`src/rtl/dac_ctrl_pkg.sv`:
```
package dac_ctrl_pkg;

  typedef enum logic [3:0] {
    OP_WRITE         = 4'h0,
    OP_UPDATE        = 4'h1,
    OP_WRITE_UPD_ALL = 4'h2,
    OP_WRITE_UPD     = 4'h3,
    OP_PD_CH         = 4'h4,
    OP_PD_CHIP       = 4'h5,
    OP_REF_INT       = 4'h6,
    OP_REF_EXT       = 4'h7,
    OP_NOP           = 4'hF
  } op_e;

  localparam logic [3:0] ADDR_ALL = 4'hF;

endpackage

```
`src/rtl/dac_cmd_decode.sv`:
```
module dac_cmd_decode
  import dac_ctrl_pkg::*;
#(
  parameter int NUM_CH = 4
) (
  input  logic              clk,
  input  logic              rst,
  input  logic              valid_i,
  input  logic [3:0]        cmd_i,
  input  logic [3:0]        addr_i,
  output logic [NUM_CH-1:0] wr_o,
  output logic [NUM_CH-1:0] upd_o,
  output logic [NUM_CH-1:0] pd_o,
  output logic              ref_on_o,
  output logic              ref_off_o
);

  logic [NUM_CH-1:0] hit;
  logic              addr_ok;
  logic              is_all;

  assign is_all  = (addr_i == ADDR_ALL);
  assign addr_ok = is_all || (int'(addr_i) < NUM_CH);

  for (genvar i = 0; i < NUM_CH; i++) begin : g_hit
    assign hit[i] = is_all || (addr_i == 4'(i));
  end

  always_comb begin
    wr_o      = '0;
    upd_o     = '0;
    pd_o      = '0;
    ref_on_o  = 1'b0;
    ref_off_o = 1'b0;
    if (valid_i) begin
      case (cmd_i)
        OP_WRITE: if (addr_ok) wr_o = hit;
        OP_UPDATE: if (addr_ok) upd_o = hit;
        OP_WRITE_UPD_ALL: if (addr_ok) begin
          wr_o  = hit;
          upd_o = '1;
        end
        OP_WRITE_UPD: if (addr_ok) begin
          wr_o  = hit;
          upd_o = hit;
        end
        OP_PD_CH: if (addr_ok) pd_o = hit;
        OP_PD_CHIP: begin
          pd_o      = '1;
          ref_off_o = 1'b1;
        end
        OP_REF_INT: ref_on_o  = 1'b1;
        OP_REF_EXT: ref_off_o = 1'b1;
        default: ;
      endcase
    end
  end


  reserved_addr_chk: assert property (@(posedge clk) disable iff (rst)
    (valid_i && !is_all && int'(addr_i) >= NUM_CH) |-> ((wr_o | upd_o) == '0));


  idle_chk: assert property (@(posedge clk) disable iff (rst)
    !valid_i |-> ((wr_o | upd_o | pd_o) == '0 && !ref_on_o && !ref_off_o));

endmodule

```
`src/rtl/dac_chan.sv`:
```
module dac_chan #(
  parameter int CODE_W   = 16,
  parameter int RES_BITS = 16
) (
  input  logic              clk,
  input  logic              rst,
  input  logic              rst_mid_i,
  input  logic              wr_i,
  input  logic              upd_i,
  input  logic              pd_i,
  input  logic [CODE_W-1:0] data_i,
  output logic [CODE_W-1:0] code_o,
  output logic              en_o
);

  localparam int              PAD  = CODE_W - RES_BITS;
  localparam logic [CODE_W-1:0] ONES = '1;
  localparam logic [CODE_W-1:0] KEEP = ONES << PAD;
  localparam logic [CODE_W-1:0] MID  = {1'b1, {(CODE_W-1){1'b0}}};

  logic [CODE_W-1:0] stage_q;
  logic [CODE_W-1:0] act_q;
  logic              en_q;
  logic [CODE_W-1:0] stage_nx;

  assign stage_nx = wr_i ? data_i : stage_q;

  always_ff @(posedge clk) begin
    if (rst) begin
      stage_q <= rst_mid_i ? MID : '0;
      act_q   <= rst_mid_i ? (MID & KEEP) : '0;
      en_q    <= 1'b1;
    end else begin
      stage_q <= stage_nx;
      if (upd_i) act_q <= stage_nx & KEEP;
      if (upd_i) en_q <= 1'b1;
      else if (pd_i) en_q <= 1'b0;
    end
  end

  assign code_o = act_q;
  assign en_o   = en_q;


  pd_keeps_code_chk: assert property (@(posedge clk) disable iff (rst)
    (pd_i && !upd_i) |=> ($stable(code_o) && !en_o));


  upd_enables_chk: assert property (@(posedge clk) disable iff (rst)
    upd_i |=> en_o);


  no_upd_stable_chk: assert property (@(posedge clk) disable iff (rst)
    !upd_i |=> $stable(code_o));


  low_bits_chk: assert property (@(posedge clk) disable iff (rst)
    (code_o & ~KEEP) == '0);

endmodule

```
`src/rtl/dac_ref_ctl.sv`:
```
module dac_ref_ctl (
  input  logic clk,
  input  logic rst,
  input  logic on_i,
  input  logic off_i,
  output logic en_o
);

  logic en_q;

  always_ff @(posedge clk) begin
    if (rst)        en_q <= 1'b1;
    else if (on_i)  en_q <= 1'b1;
    else if (off_i) en_q <= 1'b0;
  end

  assign en_o = en_q;


  ref_off_chk: assert property (@(posedge clk) disable iff (rst)
    (off_i && !on_i) |=> !en_o);


  ref_on_chk: assert property (@(posedge clk) disable iff (rst)
    on_i |=> en_o);

endmodule

```
`src/rtl/quad_dac_ctrl.sv`:
```
module quad_dac_ctrl
  import dac_ctrl_pkg::*;
#(
  parameter int NUM_CH   = 4,
  parameter int CODE_W   = 16,
  parameter int RES_BITS = 16
) (
  input  logic                     clk,
  input  logic                     rst,
  input  logic                     por_mid_i,
  input  logic                     cmd_valid_i,
  input  logic [3:0]               cmd_i,
  input  logic [3:0]               addr_i,
  input  logic [CODE_W-1:0]        data_i,
  output logic [NUM_CH*CODE_W-1:0] code_o,
  output logic [NUM_CH-1:0]        ch_en_o,
  output logic                     ref_en_o
);

  logic [NUM_CH-1:0] wr_sel;
  logic [NUM_CH-1:0] upd_sel;
  logic [NUM_CH-1:0] pd_sel;
  logic              ref_on;
  logic              ref_off;

  dac_cmd_decode #(.NUM_CH(NUM_CH)) u_dec (
    .clk(clk), .rst(rst), .valid_i(cmd_valid_i), .cmd_i(cmd_i), .addr_i(addr_i),
    .wr_o(wr_sel), .upd_o(upd_sel), .pd_o(pd_sel),
    .ref_on_o(ref_on), .ref_off_o(ref_off)
  );

  for (genvar i = 0; i < NUM_CH; i++) begin : g_ch
    dac_chan #(.CODE_W(CODE_W), .RES_BITS(RES_BITS)) u_ch (
      .clk(clk), .rst(rst), .rst_mid_i(por_mid_i),
      .wr_i(wr_sel[i]), .upd_i(upd_sel[i]), .pd_i(pd_sel[i]),
      .data_i(data_i),
      .code_o(code_o[i*CODE_W +: CODE_W]), .en_o(ch_en_o[i])
    );
  end

  dac_ref_ctl u_ref (
    .clk(clk), .rst(rst), .on_i(ref_on), .off_i(ref_off), .en_o(ref_en_o)
  );


  reserved_cmd_chk: assert property (@(posedge clk) disable iff (rst)
    (cmd_valid_i && (cmd_i == OP_NOP || cmd_i[3])) |=>
      ($stable(code_o) && $stable(ch_en_o) && $stable(ref_en_o)));


  chip_pd_chk: assert property (@(posedge clk) disable iff (rst)
    (cmd_valid_i && cmd_i == OP_PD_CHIP) |=>
      (ch_en_o == '0 && !ref_en_o && $stable(code_o)));

endmodule

```
`config.mk`:
```
export PLATFORM = sky130hd
export DESIGN_NAME = quad_dac_ctrl
export DESIGN_NICKNAME = d
export VERILOG_FILES = /design/src/rtl/dac_ctrl_pkg.sv /design/src/rtl/dac_cmd_decode.sv /design/src/rtl/dac_chan.sv /design/src/rtl/dac_ref_ctl.sv /design/src/rtl/quad_dac_ctrl.sv
export SDC_FILE = /design/constraint.sdc
export NUM_CORES = 1
export LEC_CHECK = 0
export ABC_AREA = 1
export CAP_MARGIN = 40
export CORE_UTILIZATION = 45
export CTS_CLUSTER_DIAMETER = 60
export DETAILED_ROUTE_END_ITERATION = 16
export GPL_TIMING_DRIVEN = 0
export PLACE_DENSITY = 0.74
export SYNTH_ARGS = -nofsm -noshare
export SYNTH_HDL_FRONTEND = slang
export SYNTH_SLANG_ARGS = --single-unit
export TNS_END_PERCENT = 30
```
`constraint.sdc`:
```
create_clock -name clk -period 1.66 [get_ports clk]
set_input_delay 0.415 -clock clk [delete_from_list [all_inputs] [get_ports clk]]
set_output_delay 0.415 -clock clk [all_outputs]
set_load 0.02 [all_outputs]
```
==> results of run 1 <==
==> metrics by stage <==
step / instances / setup TNS, ns
floorplan: 440 / -2.236
global placement: 668 / -102.54
detailed placement: 668 / -113.83
CTS: 704 / -0.2951
global route: 707 / -1.559
finish: 707 / 0
==> worst max path at each step <==
stage,start,to,slack (ns),depth (start not counted)
6_report,g_ch[2].u_ch.code_o[15],code_o[47],0.02,1
3_3_place_gp,addr_i[1],g_ch[2].u_ch.code_o[13],-0.84,9
3_5_place_dp,addr_i[0],g_ch[2].u_ch.code_o[7],-0.92,9
4_1_cts,cmd_i[2],g_ch[3].u_ch.code_o[11],-0.03,8
5_1_grt,cmd_i[2],g_ch[0].u_ch.code_o[4],-0.07,8
2_1_floorplan,addr_i[3],g_ch[1].u_ch.code_o[0],-0.07,7
==> synth_stat cells <==
cell type / count
a21oi_1: 64
buf_2: 14
buf_4: 5
clkbuf_1: 7
dfxtp_1: 69
edfxtp_1: 64
inv_1: 18
nand2_1: 110
nand2_2: 9
nand3_1: 60
nor2_1: 12
nor2_4: 1
nor3_1: 1
o211ai_1: 1
o21ai_0: 5
==> state kept, by name, summed over array words and instances, names as in the netlist <==
| name | flops |
|---|---|
| g_ch.u_ch.code_o | 64 |
| g_ch.u_ch.stage_q | 64 |
| g_ch.u_ch.en_o | 4 |
| u_ref.en_o | 1 |
==> power by group through the flow <==
stage / Combinational, mW / Clock, mW / Sequential (mW)
final: 0.561 / 3.67 / 3.56
after global routing: 0.592 / 3.83 / 3.56
after CTS: 0.529 / 3.68 / 3.55
after detailed placement: 0.546 / 0 / 3.63
after global placement: 0.533 / 0 / 3.63
after floorplan: 0.160 / 0 / 3.72
==> layout make-up <==
| class | instances | area [um^2] | share of cell area [%] |
|---|---|---|---|
| Sequential cell | 133 | 3303 | 50.27 |
| Multi-Input combinational cell | 263 | 1295 | 19.71 |
| Timing Repair Buffer | 102 | 985.9 | 15.00 |
| Clock buffer | 19 | 431.7 | 6.569 |
| Tap cell | 133 | 166.4 | 2.532 |
| Clock inverter | 13 | 158.9 | 2.418 |
| Buffer | 26 | 152.6 | 2.323 |
| Inverter | 18 | 77.57 | 1.181 |
==> cells by family after synthesis <==
family                 count (synthesis)  share of synthesized area (%)
AO/OA/AOI/OAI                         70                          7.526
buffers and inverters                 44                          4.297
flip-flops                           133                          70.46
AND/OR/NAND/NOR                      193                          17.72
==> timing repair <==
action,4_1_cts,5_1_grt
hold buffers,0,0
setup buffers,4,3
hold endpoints to repair,0,0
endpoints found under the setup margin,188,189
cloned,0,0
pin swaps,1,3
gates resized for setup,99,60
==> layer usage <==
| metal | wire length (um) | vias to the layer above |
|---|---|---|
| li1 | - | 1749 |
| met1 | 4873 | 1738 |
| met4 | 393 | 0 |
| met3 | 494 | 38 |
| met2 | 5921 | 128 |
| met5 | 0 | - |
==> results.ini, run 1 <==
[status]
status=complete, no violations

[grt]
grt_pass1_vias=3564
met3_usage_pct=4.762
top_usage_layer=met2
grt_max_degree=17
antenna_found_initial=0
grtUsageTotal_pct=22.06
grt_first_pass_wirelength_mm=18.11
met1_usage_pct=26.42
grt_overflow=0
grt_util_met2_pct=37.19

[sta]
max_freq_ghz=0.6094
layout_setup_ws_ns=0.01891
maxSlewViolCount=0
maxSlewHeadroom_pct=61.09
clock_skew_ns=0.004484
tightest_slew_ns=0.5792
rsz0062_at_grt=yes
final.period_utilization_pct=98.86
setup_viol=0
hold-worst-slack_ns=0.2538
final.min_clock_period_ns=1.641
hold_viol=0

[pwr]
total_power_mw=7.789
power_frac_seq_pct=45.6
p_int_mw=6.049
p_sw_share_pct=22.34
vdd_ir_drop_max_mv=0.6828
p_comb_share_pct=7.2
clkPwrFrac_pct=47.2
p_sw_mw=1.740
power.leakage_nw=2.604
power.density_nw_per_um2=1185

[clocking]
h-tree-depth=4
cts_made_buffers=17
cts_tree=yes
clk_path_buf_depth=2
clock-root-buffer=clkbuf_8
clk_pin_slew_ns=0.06
clock_latency_ns=0.52
cts_sinks=133

[place]
dp_slack_ns=-0.9233
dp_hpwl_mm=7.673
numPortBuffers=95
dpl_cell_area_um2=5806
place.gp.congestion=0.8329

[synth]
synth_cells=440
yosysTopAreaCellShare_pct=40.99
synth.area.top_cells=edfxtp_1, dfxtp_1, nand2_1
syn-num-nets=468
ys_seq_elements=133
synth_top_area_cell=edfxtp_1
ys_types=15
ys_seq_area_share_pct=70.46
syn-cell-area_um2=4688
yosys_warnings=0
syn_avg_cell_area_um2=10.66

[setup_path]
crit_arrival_ns=1.23
crit_path_start_kind=flip-flop
r2r-end=g_ch[3].u_ch.code_o[15]
ff2ff_path_depth=4
crit_fanout=1
rr_startpoint=g_ch[3].u_ch.stage_q[15]
path_delay_family=flip-flops
r2r_slack_ns=0.82
slowest_stage=edfxtp_1
cp.required_ns=1.24
crit_path_end_kind=output pin
path_buf_inv=1
worstSetupPathType=reg2out
critPathMaxStageDelay_ns=0.38
path_cells=dlygate4sd2_1

[detailed_routing]
drtAntennaViolNets=0
wl_per_cell_um=16.52
wl_mm=11.68
drc=0
drt-initial-drc-count=137
dr.pass1.iters=8
via_per_inst=5.167
num_vias=3653

[finish]
final_layout_size_suffix_gt1_share_pct=18.12
final_cell_area_um2=6571
n_fill_cell=733
n_antenna_cell=0
final_cell_mix=nand2_1, dfxtp_1, edfxtp_1, nand3_1, a21oi_1
final_common_cell=nand2_1
fin_util_pct=66.01
nets=589
syn_to_final_growth_pct=40.17

[die]
start_util_pct=47.10
io_pins=97
fp.dieW_um=104.1
die_y_um=104.1
rows=36
core_area_um2=9955
die_area_um2=10830

[worst_hold_path]
hold_path_startpoint=cmd_valid_i
whs_endpoint=g_ch[2].u_ch.en_o
hold_class=in2reg
hold_depth=4

[flow_run]
cap_violations=0

No activity file was read; power rests on OpenSTA's default activity.
==> run 2: changes to the inputs <==
- PLACE_DENSITY: 0.74 -> unset
- PLACE_DENSITY_LB_ADDON: unset -> 0.2
==> results.ini, run 2 (same netlist as run 1, synthesis figures left out) <==
[status]
status=complete, no violations

[pwr]
p_int_mw=5.743
p_sw_mw=1.754
power_frac_seq_pct=47.4
power.density_nw_per_um2=1138
p_sw_share_pct=23.40
vdd_ir_drop_max_mv=0.6892
power.leakage_nw=2.600
clkPwrFrac_pct=45.1
total_power_mw=7.497
p_comb_share_pct=7.5

[place]
place.gp.congestion=0.8354
numPortBuffers=95
dp_slack_ns=-0.8905
dp_hpwl_mm=7.554
dpl_cell_area_um2=5806
dp.cells=668

[clocking]
clock-root-buffer=clkbuf_8
cts_made_buffers=17
cts_tree=yes
clock_latency_ns=0.51
h-tree-depth=4
cts_sinks=133
clk_path_buf_depth=2
clk_pin_slew_ns=0.06

[die]
start_util_pct=47.10
core_area_um2=9955
die_area_um2=10830
fp.dieW_um=104.1
die_y_um=104.1
io_pins=97
rows=36

[finish]
multi_input_area_um2=1356
final_cell_area_um2=6589
final_layout_size_suffix_gt1_share_pct=20.24
regArea_um2=3303
nets=588
finalNonFillerCells=706
syn_to_final_growth_pct=40.54
n_fill_cell=753
n_antenna_cell=0
final_cell_mix=nand2_1, dfxtp_1, edfxtp_1, nand3_1, dlygate4sd2_1
final_common_cell=nand2_1

[sta]
final.min_clock_period_ns=1.639
maxSlewViolCount=0
clock_skew_ns=0.007139
hold_viol=0
tightest_slew_ns=0.5780
final.period_utilization_pct=98.75
maxSlewHeadroom_pct=61.47
rsz0062_at_grt=yes
layout_setup_ws_ns=0.02083
setup_viol=0
tns_ns=0
max_freq_ghz=0.6101

[detailed_routing]
via_per_inst=5.195
wl_per_cell_um=16.57
dr.pass1.iters=5
num_vias=3668
drt-initial-drc-count=193
wl_mm=11.70
drc=0
drtAntennaViolNets=0

[grt]
antenna_found_initial=0
grt_max_degree=17
grt_first_pass_wirelength_mm=17.83
grt_overflow=0
grt_pass1_vias=3422
grtUsageTotal_pct=21.84

[setup_path]
startpoint=g_ch[2].u_ch.code_o[4]
path_buf_inv=1
worstSetupPathType=reg2out
crit_path_end_kind=output pin
critPathMaxStageDelay_ns=0.38
cp.required_ns=1.24
path_cells=dlygate4sd2_1
r2r-end=g_ch[2].u_ch.code_o[15]
crit_arrival_ns=1.22
ff2ff_path_depth=4
r2r_slack_ns=0.84
crit_path_start_kind=flip-flop
rr_startpoint=g_ch[2].u_ch.stage_q[15]
slowest_stage=edfxtp_1
crit_fanout=1
crit_cells=1
path_delay_family=flip-flops
cp-endpoint=code_o[36]

[flow_run]
cap_violations=0

[worst_hold_path]
hold_class=in2reg

## run 2: worst min path at each step
stage | to | slack (ns) | start | cells past startpoint
6_report | g_ch[1].u_ch.en_o | 0.26 | cmd_valid_i | 3
5_1_grt | g_ch[0].u_ch.en_o | 0.26 | cmd_valid_i | 4
4_1_cts | g_ch[1].u_ch.en_o | 0.23 | cmd_valid_i | 3
3_5_place_dp | g_ch[1].u_ch.en_o | 0.45 | g_ch[1].u_ch.en_o | 2
3_3_place_gp | g_ch[3].u_ch.en_o | 0.45 | g_ch[3].u_ch.en_o | 2
2_1_floorplan | g_ch[1].u_ch.en_o | 0.43 | g_ch[1].u_ch.en_o | 2
## run 2: timing repair
item	4_1_cts	5_1_grt
buffers inserted	5	1
cloned	0	0
hold buffers	0	0
pin swaps	2	4
resized for setup	95	88
endpoints found under the setup margin	189	213
## run 2: per-layer routing
metal	GRT usage, %	up-vias	part of all wire (%)
met1	28.79	1763	42
met4	10.00	0	2.1
li1	-	1744	-
met2	34.38	137	51
met3	4.950	24	4.8
met5	0	-	0
## run 2: power groups by stage
stage          registers, mW  clock network [mW]  logic [mW]
5_1_grt                 3.56                3.56       0.599
4_1_cts                 3.55                3.40       0.527
2_1_floorplan           3.72                   0       0.160
3_5_place_dp            3.63                   0       0.544
6_report                3.55                3.38       0.565
3_3_place_gp            3.63                   0       0.538
## run 2: layout make-up
type                       count  share of cell area [%]
buffer                        26                   2.602
clock buffer                  19                   6.551
clock inverter                13                   1.671
inverter                      18                   1.215
multi-input combinational    263                   20.58
sequential                   133                   50.13
tap                          133                   2.526
timing repair buffer         101                   14.72
## run 2: metrics by stage
step	util, %	hold WS (ns)
6_report	66.19	0.2598
5_1_grt	66.19	0.2619
4_1_cts	64.06	0.2301
3_5_place_dp	58.32	0.4496
3_3_place_gp	58.32	0.4465
2_1_floorplan	-	0.4268
